## src/rtl/uart_fe_pkg.sv

```systemverilog
package uart_fe_pkg;
  localparam int DATA_W = 32;

  localparam logic [7:0] OFF_DATA   = 8'h00;
  localparam logic [7:0] OFF_DATA_B = 8'h03;
  localparam logic [7:0] OFF_STAT   = 8'h04;
  localparam logic [7:0] OFF_CTRL   = 8'h08;

  // status bit positions
  localparam int ST_DRDY   = 0;
  localparam int ST_TSEMP  = 1;
  localparam int ST_TQEMP  = 2;
  localparam int ST_OVR    = 4;
  localparam int ST_RHALF  = 8;
  localparam int ST_RFULL  = 10;

  // control bit positions
  localparam int CT_RXEN   = 0;
  localparam int CT_TXEN   = 1;
  localparam int CT_RXIE   = 2;
  localparam int CT_TXIE   = 3;
endpackage

```

## src/rtl/uart_fe_rxq.sv

```systemverilog
module uart_fe_rxq #(
  parameter int DEPTH = 16,
  parameter int W     = 8,
  localparam int PTR_W = (DEPTH > 1) ? $clog2(DEPTH) : 1,
  localparam int CNT_W = $clog2(DEPTH + 1)
) (
  input  logic             clk_i,
  input  logic             rst_ni,
  input  logic             push_i,
  input  logic [W-1:0]     din_i,
  input  logic             pop_i,
  output logic [W-1:0]     dout_o,
  output logic [CNT_W-1:0] count_o,
  output logic             full_o,
  output logic             empty_o
);
  localparam logic [PTR_W-1:0] LAST = PTR_W'(DEPTH - 1);
  localparam logic [CNT_W-1:0] FULL_CNT = CNT_W'(DEPTH);

  logic [W-1:0]     mem_q [DEPTH];
  logic [PTR_W-1:0] wr_q, rd_q;
  logic [CNT_W-1:0] cnt_q;

  logic do_push, do_pop;
  assign do_push = push_i && (cnt_q != FULL_CNT);
  assign do_pop  = pop_i && (cnt_q != '0);

  always_ff @(posedge clk_i or negedge rst_ni) begin
    if (!rst_ni) begin
      wr_q  <= '0;
      rd_q  <= '0;
      cnt_q <= '0;
    end else begin
      if (do_push) wr_q <= (wr_q == LAST) ? '0 : wr_q + 1'b1;
      if (do_pop)  rd_q <= (rd_q == LAST) ? '0 : rd_q + 1'b1;
      case ({do_push, do_pop})
        2'b10:   cnt_q <= cnt_q + 1'b1;
        2'b01:   cnt_q <= cnt_q - 1'b1;
        default: cnt_q <= cnt_q;
      endcase
    end
  end

  always_ff @(posedge clk_i) begin
    if (do_push) mem_q[wr_q] <= din_i;
  end

  assign dout_o  = mem_q[rd_q];
  assign count_o = cnt_q;
  assign full_o  = (cnt_q == FULL_CNT);
  assign empty_o = (cnt_q == '0);
endmodule

```

## src/rtl/uart_fe_irq.sv

```systemverilog
module uart_fe_irq (
  input  logic clk_i,
  input  logic rst_ni,
  input  logic rx_evt_i,
  input  logic tx_evt_i,
  output logic irq_o
);
  logic irq_q;
  // events in one cycle merge into one pulse
  always_ff @(posedge clk_i or negedge rst_ni) begin
    if (!rst_ni) irq_q <= 1'b0;
    else         irq_q <= rx_evt_i | tx_evt_i;
  end
  assign irq_o = irq_q;
endmodule

```

## src/rtl/uart_apb_front.sv

```systemverilog
module uart_apb_front
  import uart_fe_pkg::*;
#(
  parameter int ADDR_W = 5,
  parameter int DEPTH  = 16,
  localparam int CNT_W = $clog2(DEPTH + 1),
  localparam int HALF  = DEPTH / 2
) (
  input  logic              clk_i,
  input  logic              rst_ni,
  input  logic              psel_i,
  input  logic              penable_i,
  input  logic              pwrite_i,
  input  logic [ADDR_W-1:0] paddr_i,
  input  logic [31:0]       pwdata_i,
  output logic [31:0]       prdata_o,
  output logic              pready_o,
  output logic              pslverr_o,
  input  logic              rx_valid_i,
  input  logic [7:0]        rx_data_i,
  output logic              rx_ready_o,
  output logic              tx_valid_o,
  output logic [7:0]        tx_data_o,
  output logic              irq_o
);
  logic [DATA_W-1:0] ctrl_q;
  logic              overrun_q;
  logic              tx_valid_q;
  logic [7:0]        tx_data_q;

  logic [7:0]       off;
  logic             acc, wr_acc, rd_acc, is_data;
  logic             rx_en, tx_en, rx_ie, tx_ie;
  logic             q_push, q_pop, q_full, q_empty;
  logic [7:0]       q_dout;
  logic [CNT_W-1:0] rx_count;
  logic             rx_evt, tx_evt;
  logic [31:0]      status_w;

  assign off     = 8'(paddr_i);
  assign acc     = psel_i && penable_i;
  assign wr_acc  = acc && pwrite_i;
  assign rd_acc  = acc && !pwrite_i;
  assign is_data = (off == OFF_DATA) || (off == OFF_DATA_B);

  assign rx_en = ctrl_q[CT_RXEN];
  assign tx_en = ctrl_q[CT_TXEN];
  assign rx_ie = ctrl_q[CT_RXIE];
  assign tx_ie = ctrl_q[CT_TXIE];

  assign q_push = rx_valid_i && rx_en && !q_full;
  assign q_pop  = rd_acc && is_data && !q_empty;

  uart_fe_rxq #(.DEPTH(DEPTH), .W(8)) u_rxq (
    .clk_i   (clk_i),
    .rst_ni  (rst_ni),
    .push_i  (q_push),
    .din_i   (rx_data_i),
    .pop_i   (q_pop),
    .dout_o  (q_dout),
    .count_o (rx_count),
    .full_o  (q_full),
    .empty_o (q_empty)
  );

  always_ff @(posedge clk_i or negedge rst_ni) begin
    if (!rst_ni) begin
      ctrl_q     <= '0;
      overrun_q  <= 1'b0;
      tx_valid_q <= 1'b0;
      tx_data_q  <= '0;
    end else begin
      if (wr_acc && off == OFF_CTRL) ctrl_q <= pwdata_i;
      if (rx_valid_i && rx_en && q_full) overrun_q <= 1'b1;
      tx_valid_q <= tx_evt;
      if (tx_evt) tx_data_q <= pwdata_i[7:0];
    end
  end

  assign tx_evt = wr_acc && is_data && tx_en;
  assign rx_evt = q_push && rx_ie;

  uart_fe_irq u_irq (
    .clk_i    (clk_i),
    .rst_ni   (rst_ni),
    .rx_evt_i (rx_evt),
    .tx_evt_i (tx_evt && tx_ie),
    .irq_o    (irq_o)
  );

  always_comb begin
    status_w           = '0;
    status_w[ST_DRDY]  = !q_empty;
    status_w[ST_TSEMP] = 1'b1;
    status_w[ST_TQEMP] = 1'b1;
    status_w[ST_OVR]   = overrun_q;
    status_w[ST_RHALF] = (rx_count >= CNT_W'(HALF));
    status_w[ST_RFULL] = q_full;
  end

  always_comb begin
    prdata_o = '0;
    if (is_data)              prdata_o = q_empty ? 32'h0 : {24'h0, q_dout};
    else if (off == OFF_STAT) prdata_o = status_w;
    else if (off == OFF_CTRL) prdata_o = ctrl_q;
  end

  assign pready_o   = 1'b1;
  assign pslverr_o  = 1'b0;
  assign rx_ready_o = !q_full;
  assign tx_valid_o = tx_valid_q;
  assign tx_data_o  = tx_data_q;
endmodule

```

## config.mk

```make
export PLATFORM = sky130hd
export DESIGN_NAME = uart_apb_front
export DESIGN_NICKNAME = d
export VERILOG_FILES = /design/src/rtl/uart_fe_pkg.sv /design/src/rtl/uart_fe_rxq.sv /design/src/rtl/uart_fe_irq.sv /design/src/rtl/uart_apb_front.sv
export SDC_FILE = /design/constraint.sdc
export NUM_CORES = 1
export LEC_CHECK = 0
export ABC_AREA = 1
export BUFFER_PORTS_ARGS = -buffer_cell sky130_fd_sc_hd__buf_2
export CAP_MARGIN = 20
export CORE_ASPECT_RATIO = 0.9
export CORE_MARGIN = 1.5
export CORE_UTILIZATION = 25
export CTS_CLUSTER_SIZE = 14
export DETAILED_ROUTE_END_ITERATION = 12
export SYNTH_ARGS = -nofsm -noshare
export SYNTH_HDL_FRONTEND = slang
export SYNTH_SLANG_ARGS = --single-unit
```

## constraint.sdc

```tcl
create_clock -name clk_i -period 2.4 [get_ports clk_i]
set_input_delay 0.6 -clock clk_i [delete_from_list [all_inputs] [get_ports clk_i]]
set_output_delay 0.6 -clock clk_i [all_outputs]
set_load 0.005 [all_outputs]
```

# Word level (Yosys, flattened, before mapping)
# Memory sizes are Yosys's and may differ from the RTL's.
# Cells that the tools add are included.
# Widths: inputs -> output; s select.
[classes]
n_reduce_logical = 23
n_lt_le_gt_ge = 1
mux = 9
add_sub_neg = 4
n_bitwise = 1
eq_ne = 9
[op_table]
columns = ["cell", "n"]
rows = [
  ["$mux 32", 3],
  ["$logic_and 1x1->1", 15],
  ["$pmux 5 s2", 1],
  ["$add 4x1->4 const B", 2],
  ["$eq 4x4->1 const B", 2],
  ["$logic_not 8->1", 1],
  ["$mux 4", 2],
  ["$mux 8", 1],
  ["$add 5x1->5 const B", 1],
  ["$eq 5x2->1 const B", 1],
  ["$eq 5x3->1 const B", 1],
  ["$eq 5x4->1 const B", 1],
  ["$eq 5x5->1 const B", 1],
  ["$ge 5x4->1 const B", 1],
  ["$logic_not 5->1", 1],
  ["$ne 5x5->1 const B", 1],
  ["$reduce_bool 5->1", 1],
  ["$sub 5x1->5 const B", 1],
  ["$logic_not 1->1", 3],
  ["$eq 2x1->1 const B", 1],
  ["$eq 2x2->1 const B", 1],
  ["$mux 1", 2],
  ["$reduce_bool 2->1", 1],
  ["$logic_or 1x1->1", 1],
  ["$or 1x1->1", 1],
]
[word_totals]
mem_bits_rw = 128
out_inout_bits = 45
regBits = 56
wordCells = 56
memories = 1
[mem_list]
columns = ["memory", "depth", "width", "read_ports", "rd_ports_with_merged_regs", "wr", "line", "text"]
rows = [
  ["u_rxq.mem_q", 16, 8, 1, 0, 1, "uart_fe_rxq.sv:20", "logic [W-1:0] mem_q [DEPTH];"],
]

# Depth between registers and ports, before layout
# Gate-level depths: netlist of run 1.
[logic_depth]
depth_word = 7
depth_mapped = 18

# Hierarchy
# From an unflattened synthesis of run 1, not the netlist that was laid out.
[hier_totals]
hier_cells = 975
hier_area_um2 = 8708.4
[by_module_without_submodules]
columns = ["mod", "seq_area_each_um2", "instances", "area_each_um2", "cells_each"]
rows = [
  ["uart_fe_rxq", 4169.0, 1, 6456.2, 671],
  ["uart_apb_front", 1051.0, 1, 2215.9, 300],
  ["uart_fe_irq", 25.0, 1, 36.3, 4],
]

# Worst setup path before layout of run 1
# No wires, ideal clock.
[synth_path]
kind = "input to register"
start = "input paddr_i[0]"
end = "register u_rxq.cnt_q[4], in the netlist u_rxq.count_o[4]"
arrival_ps = 2332
n_path_buf = 0
cell_stages = 17
setup_slack_ps = -49
setup_time_ps = 117
t_required_ps = 2283
path_cell_list = "inv_1 nand2_1 nand2_1 nand3_1 nor2_2 nand2_2 inv_2 ha_1 xor2_1 ha_1 inv_1 nand2_1 nand3_1 nand3b_1 nand2_1 nand2_1 nand2_1"
[synth_via]
elab_chain_cells = 7
[synth_rtl]
columns = ["item", "line", "text"]
rows = [
  ["start: declaration", "uart_apb_front.sv:14", "input logic [ADDR_W-1:0] paddr_i,"],
  ["$eq 5x2->1 / $logic_not 8->1 (equally long branches)", "uart_apb_front.sv:44", "assign is_data = (off == OFF_DATA) || (off == OFF_DATA_B);"],
  ["$logic_or 1x1->1 *", "uart_apb_front.sv:44", ""],
  ["$logic_and 1x1->1 * (2 in series)", "uart_apb_front.sv:52", "assign q_pop = rd_acc && is_data && !q_empty;"],
  ["$logic_and 1x1->1 *", "uart_fe_rxq.sv:26", "assign do_pop = pop_i && (cnt_q != '0);"],
  ["named net u_rxq.do_pop", "uart_fe_rxq.sv:24", "logic do_push, do_pop;"],
  ["$eq 2x1->1 / $eq 2x2->1 (equally long branches)", "uart_fe_rxq.sv:36", "case ({do_push, do_pop})"],
  ["$pmux 5 s2 / $reduce_bool 2->1 (equally long branches)", "-", ""],
  ["end signal: assignment", "uart_fe_rxq.sv:37", "2'b10: cnt_q <= cnt_q + 1'b1;"],
  ["end signal: assignment", "uart_fe_rxq.sv:38", "2'b01: cnt_q <= cnt_q - 1'b1;"],
  ["end signal: assignment", "uart_fe_rxq.sv:39", "default: cnt_q <= cnt_q;"],
  ["end: declaration", "uart_fe_rxq.sv:22", "logic [CNT_W-1:0] cnt_q;"],
]
# The timed path passes the listed nets; every way through them passes the cells marked *.
# A chain may end at the register's enable or synchronous reset.

# Worst setup path after layout of run 1
[layout_path]
start = "register u_rxq.rd_q[0]"
end = "output prdata_o[3]"
[layout_via]
elab_chain_cells = 3
[layout_rtl]
columns = ["item", "line", "text"]
rows = [
  ["start: declaration", "uart_fe_rxq.sv:21", "logic [PTR_W-1:0] wr_q, rd_q;"],
  ["start signal: assignment", "uart_fe_rxq.sv:35", "if (do_pop) rd_q <= (rd_q == LAST) ? '0 : rd_q + 1'b1;"],
  ["$mem_v2 16x8", "-", ""],
  ["$mux 8", "uart_apb_front.sv:103", "if (is_data) prdata_o = q_empty ? 32'h0 : {24'h0, q_dout};"],
  ["$mux 32", "uart_apb_front.sv:103", ""],
  ["end: declaration", "uart_apb_front.sv:16", "output logic [31:0] prdata_o,"],
]
# No other way between the ends.

==> results.md, run 1 <==
Route:
- The per-cell via count in the routed design is 4.32.
- The DRC violation count after routing is 0.
- The final layout contains routed wiring with a total length of 21,000 µm.
- The detailed router's first-iteration violation count is 438.
- The routed wirelength normalized by instance count is 15.0 µm.
- The final antenna-violating net count is 0.
- For this block, the via count after detailed routing is 6,024.
- The number of iterations in the first detailed-routing pass is 5.

Logic synthesis:
- The number of distinct standard cells referenced by the synthesized netlist is 32.
- Of the synthesized area, sequential elements account for 0.642.
- The post-synthesis instance area is 8170 µm².
- The share of the synthesized area in the top cell type is 0.471.
- Ranked by instance count, the synthesized netlist is headed by 253 x sky130_fd_sc_hd__nand2_1, 128 x sky130_fd_sc_hd__edfxtp_1, 113 x sky130_fd_sc_hd__nor2_1.
- By area the synthesized netlist is led by sky130_fd_sc_hd__edfxtp_1 47%, sky130_fd_sc_hd__dfrtp_1 17%, sky130_fd_sc_hd__nand2_1 12%.
- Yosys mapped a number of flops with a built-in enable equal to 128.
- The most used flip-flop cell after synthesis is sky130_fd_sc_hd__edfxtp_1.
- The synthesized flop and latch total is 184.
- The mean cell area of the mapped netlist is 9.78 µm².
- The count of mapped cells out of synthesis is 835.
- The dominant cell type by area after synthesis is sky130_fd_sc_hd__edfxtp_1.
- Yosys printed 0 warnings.
- The most common cell in the synthesized netlist is sky130_fd_sc_hd__nand2_1.
- When the netlist entered floorplanning its net count stood at 895.
- Counting flops with an async set or reset pin after synthesis yields a share of 0.304.

Floorplanning:
- The initial utilization of the core area, before any placement, comes to 0.255.
- The row count is 62.
- The die is 174 µm tall.
- From left edge to right edge, the die measures 194 µm.
- The number of top-level pins is 96.
- The die covers 33,800 µm².
- The core footprint is 32,000 µm².

Timing:
- Setup repair after global routing could not meet its margin everywhere.
- The final critical-path required period is 2.58 ns.
- The number of hold-slack violations in the final timing report came to 0.
- The total negative slack is -1.27 ns.
- On the final layout, the worst clock skew is 0.0188 ns.
- The count of final setup violators is 8.
- The setup slack of the critical path after layout is -0.176 ns.
- The number of max-slew violations in the final report is 0.
- The fmax is 0.388 GHz.
- In the finished design, the share of the clock period the worst path needs comes to 1.07.

Place:
- The detailed placement HPWL is 13,400 µm.
- The weighted congestion at the end of routability-driven global placement is 0.788.
- The post-place setup slack is -0.0828 ns.
- Counting tap cells, the placed design contains a total of 1,350 instances.
- The count of buffers inserted at the top-level ports is 93.

Final layout:
- The share of layout cells above drive strength 1 is 0.295.
- The area growth from synthesis to final layout is 29.4%.
- Once layout is complete, the cells apart from fillers number 1,396.
- The antenna diode instance count is 0.
- In the final layout, flip-flops and latches occupy 5250 µm².
- The filler cell count is 3,251.
- The final layout contains 1,027 nets.
- The footprint of the multi-input gates is 2670 µm².

Global routing:
- Entering global routing, the biggest net connects 47 pins.
- After global routing the overflow that remains totals 0.
- For this run, global-route usage on met3 was measured as 0.0248.
- For met2 alone, demand over resource in global routing was 0.204.
- The number of global-route vias before repair is 5,613.
- The first-pass GRT wire length is 30,900 µm.
- The met1 layer usage reported by global route is 0.149.
- The number of antenna violations at the first check in global routing is 0.
- In the global route stage, overall resource usage came out at 0.119.
- The routing layer with the top usage in global route is met2.

Status:
- The final reports fail on negative setup slack.
- The flow ran to the end, but the final reports show violations.

Power and ir drop:
- For this design the static power due to leakage is 4.68 nW.
- The internal power contribution is 5.51 mW.
- Power spread over the standard cell area amounts to 743 nW/µm².
- The relative contribution of combinational cells to total power is 0.178.
- Of the total power, registers draw 0.462.
- The sum of internal, switching and leakage power is 7.85 mW.
- The clock network power share is 0.360.
- The fraction of power spent switching nets is 0.298.
- The switching power is 2.34 mW.
- The maximum vdd ir drop is 0.505 mV.

Setup path:
- The setup check on the worst reg-to-reg path leaves a slack of 0.16 ns.
- The startpoint identified for the worst register-to-register timing path is u_rxq.count_o[1].
- The cell depth of the worst flop-to-flop path is 14.
- The data required time at the worst endpoint is 1.80 ns.
- For the worst setup path, the data arrival time is 1.98 ns.
- STA classifies the critical path endpoint as a primary output.
- The highest fanout seen on the critical path is 8.
- The worst setup path is launched from a flip-flop.
- The endpoint identified for the worst register-to-register timing path is u_rxq.count_o[2].
- The type of the worst setup path is reg -> out.

Run:
- The total of max-cap violations is 0.

Clock tree:
- The TritonCTS clock tree is done.
- The number of CTS-inserted buffers is 17.
- The clock passes through at most 2 buffers.
- At the later pin of the worst-skew pair, clock insertion delay measures 0.44 ns.
- The H-tree generated during clock tree synthesis spans 4 levels.
- Hold repair after CTS inserted 0 buffers.
- Clock-pin slew was measured on the worst setup and hold paths at 0.07 ns.
- The root cell of the clock tree is sky130_fd_sc_hd__clkbuf_16.
- The tree built by TritonCTS fans out to 184 sinks.

Min path:
- In this run the worst hold path is classified as in -> async.
==> layout by cell type (no fill, tap or decap), drive strengths merged <==
| cell | n |
|---|---|
| o21bai | 1 |
| ha | 9 |
| buf | 141 |
| o21ai | 43 |
| nand3 | 65 |
| nand2 | 254 |
| nand3b | 1 |
| xor2 | 3 |
| inv | 91 |
| conb | 2 |
| nor2 | 116 |
| edfxtp | 128 |
| dfrtp | 56 |
| nor3 | 1 |
| a21boi | 1 |
| xnor2 | 4 |
| clkbuf | 22 |
| clkinv | 11 |
| nand4 | 2 |
| or2 | 1 |
| a21oi | 28 |
==> layer usage <==
| layer | up-vias | wire [µm] |
|---|---|---|
| li1 | 2957 | - |
| met1 | 2923 | 8880 |
| met2 | 121 | 10800 |
| met3 | 23 | 897 |
| met4 | 0 | 418 |
| met5 | - | 0 |
==> state kept, by name, summed over array words and instances (netlist names) <==
signal / count
u_rxq.mem_q: 128
ctrl_q: 32
u_rxq.count_o: 5
tx_valid_o: 1
u_rxq.wr_q: 4
tx_data_o: 8
u_irq.irq_o: 1
u_rxq.rd_q: 4
overrun_q: 1
==> cell type report <==
class | count | share of cell area
clock buffer | 17 | 0.0403
timing repair buffer | 146 | 0.108
multi-input combinational | 531 | 0.253
clock inverter | 15 | 0.0184
sequential | 184 | 0.497
tap | 416 | 0.0493
inverter | 85 | 0.0332
timing repair inverter | 2 | 0.00142
==> metrics by stage <==
step	hold WS, ns	area, µm²	util
after floorplan	0.304	8170	-
after global placement	0.440	9290	0.290
after detailed placement	0.447	9290	0.290
after CTS	0.0233	10100	0.315
after global routing	0.0345	10600	0.330
final	0.0318	10600	0.330
==> worst max-delay path, cell delays in order, from the launching register on <==
cell	delay, ns
sky130_fd_sc_hd__dfrtp_2	0.41
sky130_fd_sc_hd__buf_12	0.17
sky130_fd_sc_hd__clkinv_16	0.08
sky130_fd_sc_hd__buf_12	0.12
sky130_fd_sc_hd__nand2_1	0.05
sky130_fd_sc_hd__nand3_1	0.07
sky130_fd_sc_hd__nand2_1	0.06
sky130_fd_sc_hd__nor2_2	0.13
sky130_fd_sc_hd__nand2_1	0.09
sky130_fd_sc_hd__nand2_2	0.09
sky130_fd_sc_hd__nand2_1	0.06
sky130_fd_sc_hd__nand2_1	0.05
sky130_fd_sc_hd__buf_2	0.13
==> how the worst max path moves through the flow <==
| stage | start | endpoint | slack [ns] | depth (start not counted) |
|---|---|---|---|---|
| finish | u_rxq.rd_q[0] | prdata_o[3] | -0.18 | 12 |
| global route | u_rxq.rd_q[0] | prdata_o[5] | -0.27 | 11 |
| CTS | u_rxq.rd_q[0] | prdata_o[3] | -0.20 | 10 |
| detailed placement | paddr_i[0] | u_rxq.count_o[4] | -0.08 | 18 |
| global placement | paddr_i[0] | u_rxq.count_o[4] | -0.04 | 18 |
| floorplan | paddr_i[0] | u_rxq.count_o[4] | 0.02 | 17 |
==> power by group through the flow <==
stage,clock (mW),combinational (mW),sequential (mW)
2_1_floorplan,0,0.659,3.66
3_3_place_gp,0,1.00,3.69
3_5_place_dp,0,1.02,3.70
4_1_cts,2.88,1.13,3.63
5_1_grt,3.01,1.52,3.65
6_report,2.82,1.39,3.63
==> repair_timing <==
action | 4_1_cts | 5_1_grt
pin swaps | 12 | 39
buffers inserted | 0 | 2
resized for setup | 40 | 86
gates cloned | 3 | 9
setup endpoints to repair | 8 | 11
==> cells by family after synthesis <==
logic type	share of synthesized area
AND/OR/NAND/NOR	0.218
flip-flops	0.642
buffers and inverters	0.0679
AO/OA/AOI/OAI	0.0499
adder cells (fa/ha/maj)	0.0138
XOR/XNOR	0.00751
other	0.000920
(Power assumes the default switching activity.)
==> run 2: changes to the inputs <==
Settings changed: RECOVER_POWER set to 25, SETUP_SLACK_MARGIN set to 0.5, TNS_END_PERCENT set to 20.
==> run 2 against run 1 <==
  * The run still ends with negative setup slack left
  * Global-route usage increased by 0.47 points
  * Die area is the same
  * Sequential power about the same
  * Count of clock-buffer cells in the layout increased by 1
  * Combinational power rose by 23%
  * Non-clock buffer count increased by 16
  * Clock power is 5% lower
  * Register-to-register slack improved by 0.08 ns
  * Power increased by 2.3%
  * Clock skew down 0.0073 ns
  * Largest power group unchanged
==> results.md, run 2 (synthesis gave the netlist of run 1 again) <==
Power and ir drop:
- The fraction of power spent switching nets is 0.302.
- Overall power consumption after layout is estimated at 8.03 mW.
- The share of total power dissipated in combinational logic is 0.213.
- IR analysis of the VDD net gives a maximum drop of 0.424 mV.
- The power density over the cells is 711 nW/µm².
- The share of total power dissipated in the clock network is 0.334.
- The share of power burned in registers is 0.452.
- Summed over all cells, the static leakage comes to 4.79 nW.
- For this design the total switching power over the nets is 2.43 mW.
- The internal power contribution is 5.60 mW.

Setup path:
- The delay of the slowest critical-path stage is 0.44 ns.
- The setup slack on the worst flop-to-flop path is 0.24 ns.
- The cell depth of the worst flop-to-flop path is 15.
- Along the worst path, the maximum fanout reaches 6.
- STA classifies the critical path endpoint as a primary output.
- The type of the worst setup path is reg -> out.
- The startpoint identified for the worst register-to-register timing path is u_rxq.count_o[3].
- The signal on the critical path passes through clkinv_4 -> buf_6 -> buf_16 -> nand2_4 -> nand3_2 -> nand2_2 -> nor2_1 -> nand2_1 -> nand2_2 -> nand2_2 -> nand2_2 -> buf_6.
- The data required time at the worst endpoint is 1.80 ns.
- Among the stages of the critical path, the cell type that occurs most often is sky130_fd_sc_hd__nand2_2.
- In this run the critical register-to-register path is captured at u_rxq.count_o[4].
- For this design, the slowest cell found on the critical path is sky130_fd_sc_hd__dfrtp_2.
- STA classifies the critical path startpoint as a flip-flop.
- At the worst endpoint, the arrival time is 2.01 ns.

Route:
- The first detailed-routing pass ran for 5 iterations.
- For this block, the initial DRC count from the detailed router was 495.
- In the routed design, unresolved DRC markers number 0.
- The detail route stage leaves a number of antenna-violating nets equal to 0.
- After detailed routing, the number of vias per cell comes to 4.37.
- Dividing the detail-routed wire length by the instance count gives 15.3 µm.
- The total wirelength of the detailed-routed design is 21,600 µm.
- The detailed router placed 6,161 vias in this run.

Final layout:
- The number of flip-flops under the largest register name is 128.
- The area of all placed cells without fillers is 11,300 µm².
- The register ranked first by flip-flop count is u_rxq.mem_q.
- The share of layout cells above drive strength 1 is 0.373.
- The number of cells in the finished layout apart from fillers is 1,411.
- The most frequent standard cell in the layout excluding fill and tap cells is sky130_fd_sc_hd__nand2_1.
- The net count of the finished layout is 1,042.
- The area growth from synthesis to final layout is 38.3%.
- In the layout the commonest cells are 195 x sky130_fd_sc_hd__nand2_1, 128 x sky130_fd_sc_hd__edfxtp_1, 76 x sky130_fd_sc_hd__buf_2.
- The repair_antennas step left the layout with diodes totalling 0.
- The post-layout utilization of the core is 0.353.

Timing:
- The slew of the pin with the lowest slew margin is 1.11 ns.
- Setup repair after global routing could not meet its margin everywhere.
- The final critical-path required period is 2.61 ns.
- The number of max-slew violations in the final report came to 0.
- The post-route fraction of the period consumed by the critical path is 1.09.
- The clock arrives with 0.0116 ns of skew.
- The fmax is 0.383 GHz.
- Headroom to the max-slew limit came out at 0.259.
- The count of final setup violators is 8.
- In the post-route analysis, the smallest setup slack over all paths is -0.212 ns.
- Summed over all failing endpoints, the final setup total negative slack is -1.42 ns.
- The number of hold-slack violations in the final timing report is 0.
- The tightest hold path in the finished design has a slack of 0.363 ns.

Floorplanning:
- The die is 174 µm tall.
- The die covers 33,800 µm².
- In this run the core area contains 62 standard-cell rows.
- The horizontal die dimension is 194 µm.
- For this configuration, the core starts out at a cell density of 0.255.
- The region available for standard cell placement spans 32,000 µm².
- 96 I/O pins were placed.

Status:
- The checks that failed: negative setup slack.
- The run finished, with violations left.

Global routing:
- The number of global-route vias before repair is 5,997.
- The pin count of the biggest net entering global routing is 45.
- Across every metal layer, demand over resource in global routing totals 0.124.
- The total overflow left after global routing is 0.
- The first global-routing pass estimated 32,600 µm of wire.
- The number of antenna violations at the first check in global routing was 0.

Clock tree:
- The clock transition at the registers of the reported paths is 0.07 ns.
- The number of sinks driven by the clock tree is 184.
- In this run the clock root is driven by a sky130_fd_sc_hd__clkbuf_16.
- The clock latency reported for the late side of the worst-skew pair is 0.43 ns.
- The number of buffers added to fix hold violations after cts is 0.
- TritonCTS built the clock tree.
- In this run the number of H-tree levels came out at 4.
- The number of CTS-inserted buffers is 17.
- The largest buffer count on any clock path is 2.

Place:
- The weighted congestion at the end of routability-driven global placement is 0.798.
- Summing all placed instances gives a cell area of 9300 µm².
- Before CTS, the worst setup slack after placement is -0.0572 ns.
- Detailed placement ended at an HPWL of 13,200 µm.
- The count of buffers inserted at the top-level ports is 93.
- After detailed placement, the design holds a cell count of 1,345.

Run:
- The tool flagged a number of max-cap violations equal to 0.

Min path:
- The class of the tightest hold or removal check is in -> async.
## run 2: worst max-delay path by stage
stage,from,end,cells after the start
global placement,paddr_i[1],u_rxq.count_o[4],17
global route,u_rxq.rd_q[0],prdata_o[7],12
floorplan,paddr_i[1],u_rxq.count_o[4],17
finish,u_rxq.rd_q[0],prdata_o[1],12
detailed placement,paddr_i[1],u_rxq.count_o[4],17
CTS,u_rxq.rd_q[0],prdata_o[1],12
## run 2: worst max-delay path: cells and delay by family, from the launching register on
family / cells / cell delay, ns
buffers and inverters: 4 / 0.56
and+or+nand+nor: 8 / 0.57
DFF: 1 / 0.44
## run 2: area by class of cell
cell class | count | area [µm²]
clock buffers | 18 | 429
clock inverters | 14 | 136
fillers | 3095 | 20700
inverters | 85 | 365
multi-input cells | 531 | 3130
flip-flops and latches | 184 | 5250
well taps | 416 | 520
repair buffers | 162 | 1460
repair inverters | 1 | 5.00
## run 2: power by group through the flow
| stage | registers, mW | clock network, mW | logic [mW] |
|---|---|---|---|
| after floorplan | 3.66 | 0 | 0.665 |
| after global placement | 3.69 | 0 | 1.02 |
| after detailed placement | 3.70 | 0 | 1.03 |
| after CTS | 3.63 | 2.73 | 1.42 |
| after global routing | 3.64 | 2.85 | 1.86 |
| final | 3.63 | 2.68 | 1.71 |
## run 2: timing repair
action,4_1_cts,5_1_grt
setup buffers,14,9
setup endpoints to repair,154,157
gates cloned,6,5
gates resized for setup,134,157
pin swaps,53,74
## run 2: layer usage
layer	GRT usage	vias up	wire length (µm)
li1	-	2996	-
met1	0.157	3017	9250
met2	0.214	125	11300
met3	0.0169	23	670
met4	0.0502	0	407
met5	0	-	0
==> run 3: changes to the inputs <==
Settings changed: SETUP_SLACK_MARGIN 0.5 to not set, TNS_END_PERCENT 20 to not set.
==> run 3 against run 2 <==
  * The run still ends with negative setup slack left
  * Sequential power hardly changed
  * Final cell count is 1.1% lower
  * Sequential share of layout area up 3.3 points
  * Count of clock-buffer cells in the layout fell by 1
  * Non-clock buffer count is 16 lower
  * Maximum frequency grew 1.4%
  * Largest power group unchanged
  * Highest routed layer unchanged
==> results.md, run 3 (synthesis gave the netlist of run 1 again) <==
Status:
- The flow ran to the end, but the final reports show violations.
- The checks that failed: negative setup slack.

Global routing:
- The number of antenna violations at the first check in global routing was 0.
- The pin count of the biggest net entering global routing is 47.
- The first global-routing pass estimated 30,900 µm of wire.
- The global routing stage identified its most utilized layer as met2.
- Summed over all layers, the global routing overflow is 0.
- The met3 demand-to-capacity share in global routing is 0.0248.
- For this run, global-route usage on met1 was measured as 0.149.
- The total global routing track utilization is 0.119.
- The number of global-route vias before repair is 5,613.
- For this run, global-route usage on met2 was measured as 0.204.

Final layout:
- In the layout the commonest cells are 211 x sky130_fd_sc_hd__nand2_1, 128 x sky130_fd_sc_hd__edfxtp_1, 98 x sky130_fd_sc_hd__nor2_1.
- For this run, the post-layout net count is 1,027.
- The number of flip-flops under the largest register name is 128.
- The area of all placed cells without fillers is 10,500 µm².
- The register ranked first by flip-flop count is u_rxq.mem_q.
- The post-layout utilization of the core is 0.329.
- The area growth from synthesis to final layout is 29.1%.
- 0 antenna diodes ended up in the layout.
- The share of layout cells above drive strength 1 is 0.290.
- The library cell used most frequently in the layout, excluding fill and tap cells, is sky130_fd_sc_hd__nand2_1.

Clock tree:
- Clock-pin slew was measured on the worst setup and hold paths at 0.07 ns.
- The clock passes through at most 2 buffers.
- The TritonCTS clock tree is done.
- Clock latency on the worst-skew pair, taken at its later pin, is 0.44 ns.
- The tree is rooted in a sky130_fd_sc_hd__clkbuf_16.
- The number of CTS-inserted buffers is 17.
- The number of buffers added to fix hold violations after cts is 0.
- The number of sinks driven by the clock tree is 184.
- In this run the number of H-tree levels came out at 4.

Timing:
- Derived from the worst setup path, the maximum achievable clock frequency is 0.388 GHz.
- The worst path in the final design needs a cycle of 2.58 ns, including I/O delays and setup.
- The setup slack of the critical path after layout is -0.175 ns.
- After routing, the total negative slack on setup checks comes to -1.27 ns.
- On the final layout, the worst clock skew is 0.0184 ns.
- Setup violations remaining at the end of the flow were counted as 8.
- The worst slew slack as a fraction of its limit is 0.215.
- The number of hold-slack violations in the final timing report was 0.
- At the pin with the least slew margin, the transition time is 1.18 ns.
- The post-route fraction of the period consumed by the critical path is 1.07.
- The number of max-slew violations in the final report is 0.
- Setup repair after global routing could not meet its margin everywhere.

Setup path:
- Across all register-to-register paths, the minimum setup slack is 0.18 ns.
- The startpoint type of the worst setup path is a flip-flop.
- The type of the worst setup path is reg -> out.
- The highest fanout seen on the critical path is 8.
- The data required time at the worst endpoint is 1.80 ns.
- Data arrives at the worst endpoint at 1.98 ns.
- STA classifies the critical path endpoint as a primary output.

Power and ir drop:
- IR analysis of the VDD net gives a maximum drop of 0.505 mV.
- The sum of internal, switching and leakage power is 7.84 mW.
- Dividing total power by cell area gives a power density of 744 nW/µm².
- The standby leakage power is 4.66 nW.

Route:
- In the routed design, unresolved DRC markers number 0.
- The routed design has 20,900 µm of wire.
- After the first detailed-routing iteration, the DRC count stood at 471.
- The number of iterations in the first detailed-routing pass is 4.
- The per-cell via count in the routed design is 4.32.
- The final antenna-violating net count is 0.
- The via count of the routed design is 6,024.
- The routed wirelength normalized by instance count is 15.0 µm.

Floorplanning:
- The number of top-level pins is 96.
- The height of the die is 174 µm.
- The total area inside the core boundary comes to 32,000 µm².
- The die is 194 µm wide.
- The floorplan die area is 33,800 µm².
- The row count is 62.
- The starting utilization of the core area is 0.255.

Min path:
- The class of the tightest hold or removal check is in -> async.

Place:
- In this run the tool buffered the top-level ports with 93 buffer cells.
- The placed instances occupy a cell area of 9290 µm².
- Detailed placement ended at an HPWL of 13,400 µm.
- The congestion estimate from routability-driven global placement came to 0.788.

Run:
- Max-cap violations in this run came to 0.
[run 3: worst max-delay path, cell delays in order (launching register included)]
cell and delay [ns]:
sky130_fd_sc_hd__dfrtp_2 0.41, sky130_fd_sc_hd__buf_12 0.17, sky130_fd_sc_hd__clkinv_16 0.08, sky130_fd_sc_hd__buf_12 0.12
sky130_fd_sc_hd__nand2_1 0.05, sky130_fd_sc_hd__nand3_1 0.07, sky130_fd_sc_hd__nand2_1 0.06, sky130_fd_sc_hd__nor2_2 0.13
sky130_fd_sc_hd__nand2_1 0.09, sky130_fd_sc_hd__nand2_2 0.09, sky130_fd_sc_hd__nand2_1 0.06, sky130_fd_sc_hd__nand2_1 0.05
sky130_fd_sc_hd__buf_2 0.13
[run 3: stage by stage]
step                setup slack (ns)  std cells  hold WS, ns
floorplan                     0.0154        835        0.304
global placement             -0.0403       1350        0.440
detailed placement           -0.0828       1350        0.447
CTS                           -0.204       1385       0.0233
global route                  -0.269       1396        0.171
finish                        -0.175       1396        0.125
[run 3: timing repair]
action	in CTS	in global routing
setup endpoints to repair	8	11
gates resized for setup	40	86
pin swaps	12	39
setup buffers	0	2
cloned	3	9
[run 3: area by class of cell]
cell class              instances  area (µm²)
clock buffers                  17         425
clock inverters                15         194
fillers                      3257       21500
inverters                      85         350
multi-input cells             531        2670
flip-flops and latches        184        5250
well taps                     416         520
repair buffers                146        1120
repair inverters                2        15.0
[run 3: worst paths after layout]
check / from / to / depth (start not counted)
worst max-delay path: u_rxq.rd_q[0] / prdata_o[3] / 12
worst max register to register: u_rxq.count_o[1] / u_rxq.count_o[2] / 14
max in group asynchronous: rst_ni / u_rxq.rd_q[1] / 2
worst min-delay path: rst_ni / ctrl_q[3] / 1
min in group clk_i: pwdata_i[31] / ctrl_q[31] / 3
worst min register to register: overrun_q / overrun_q / 2
[run 3: layer usage]
metal  routed length, µm  vias up
met5                   0        -
met4                 419        0
met3                 941       23
met2               10800      129
met1                8760     2916
li1                    -     2956
[run 3: where the power goes]
part / internal (mW) / leakage [nW] / switching (mW)
Clock: 1.43 / 0.300 / 1.40
Sequential: 3.52 / 1.80 / 0.107
Combinational: 0.552 / 2.56 / 0.834
Total: 5.50 / 4.66 / 2.34
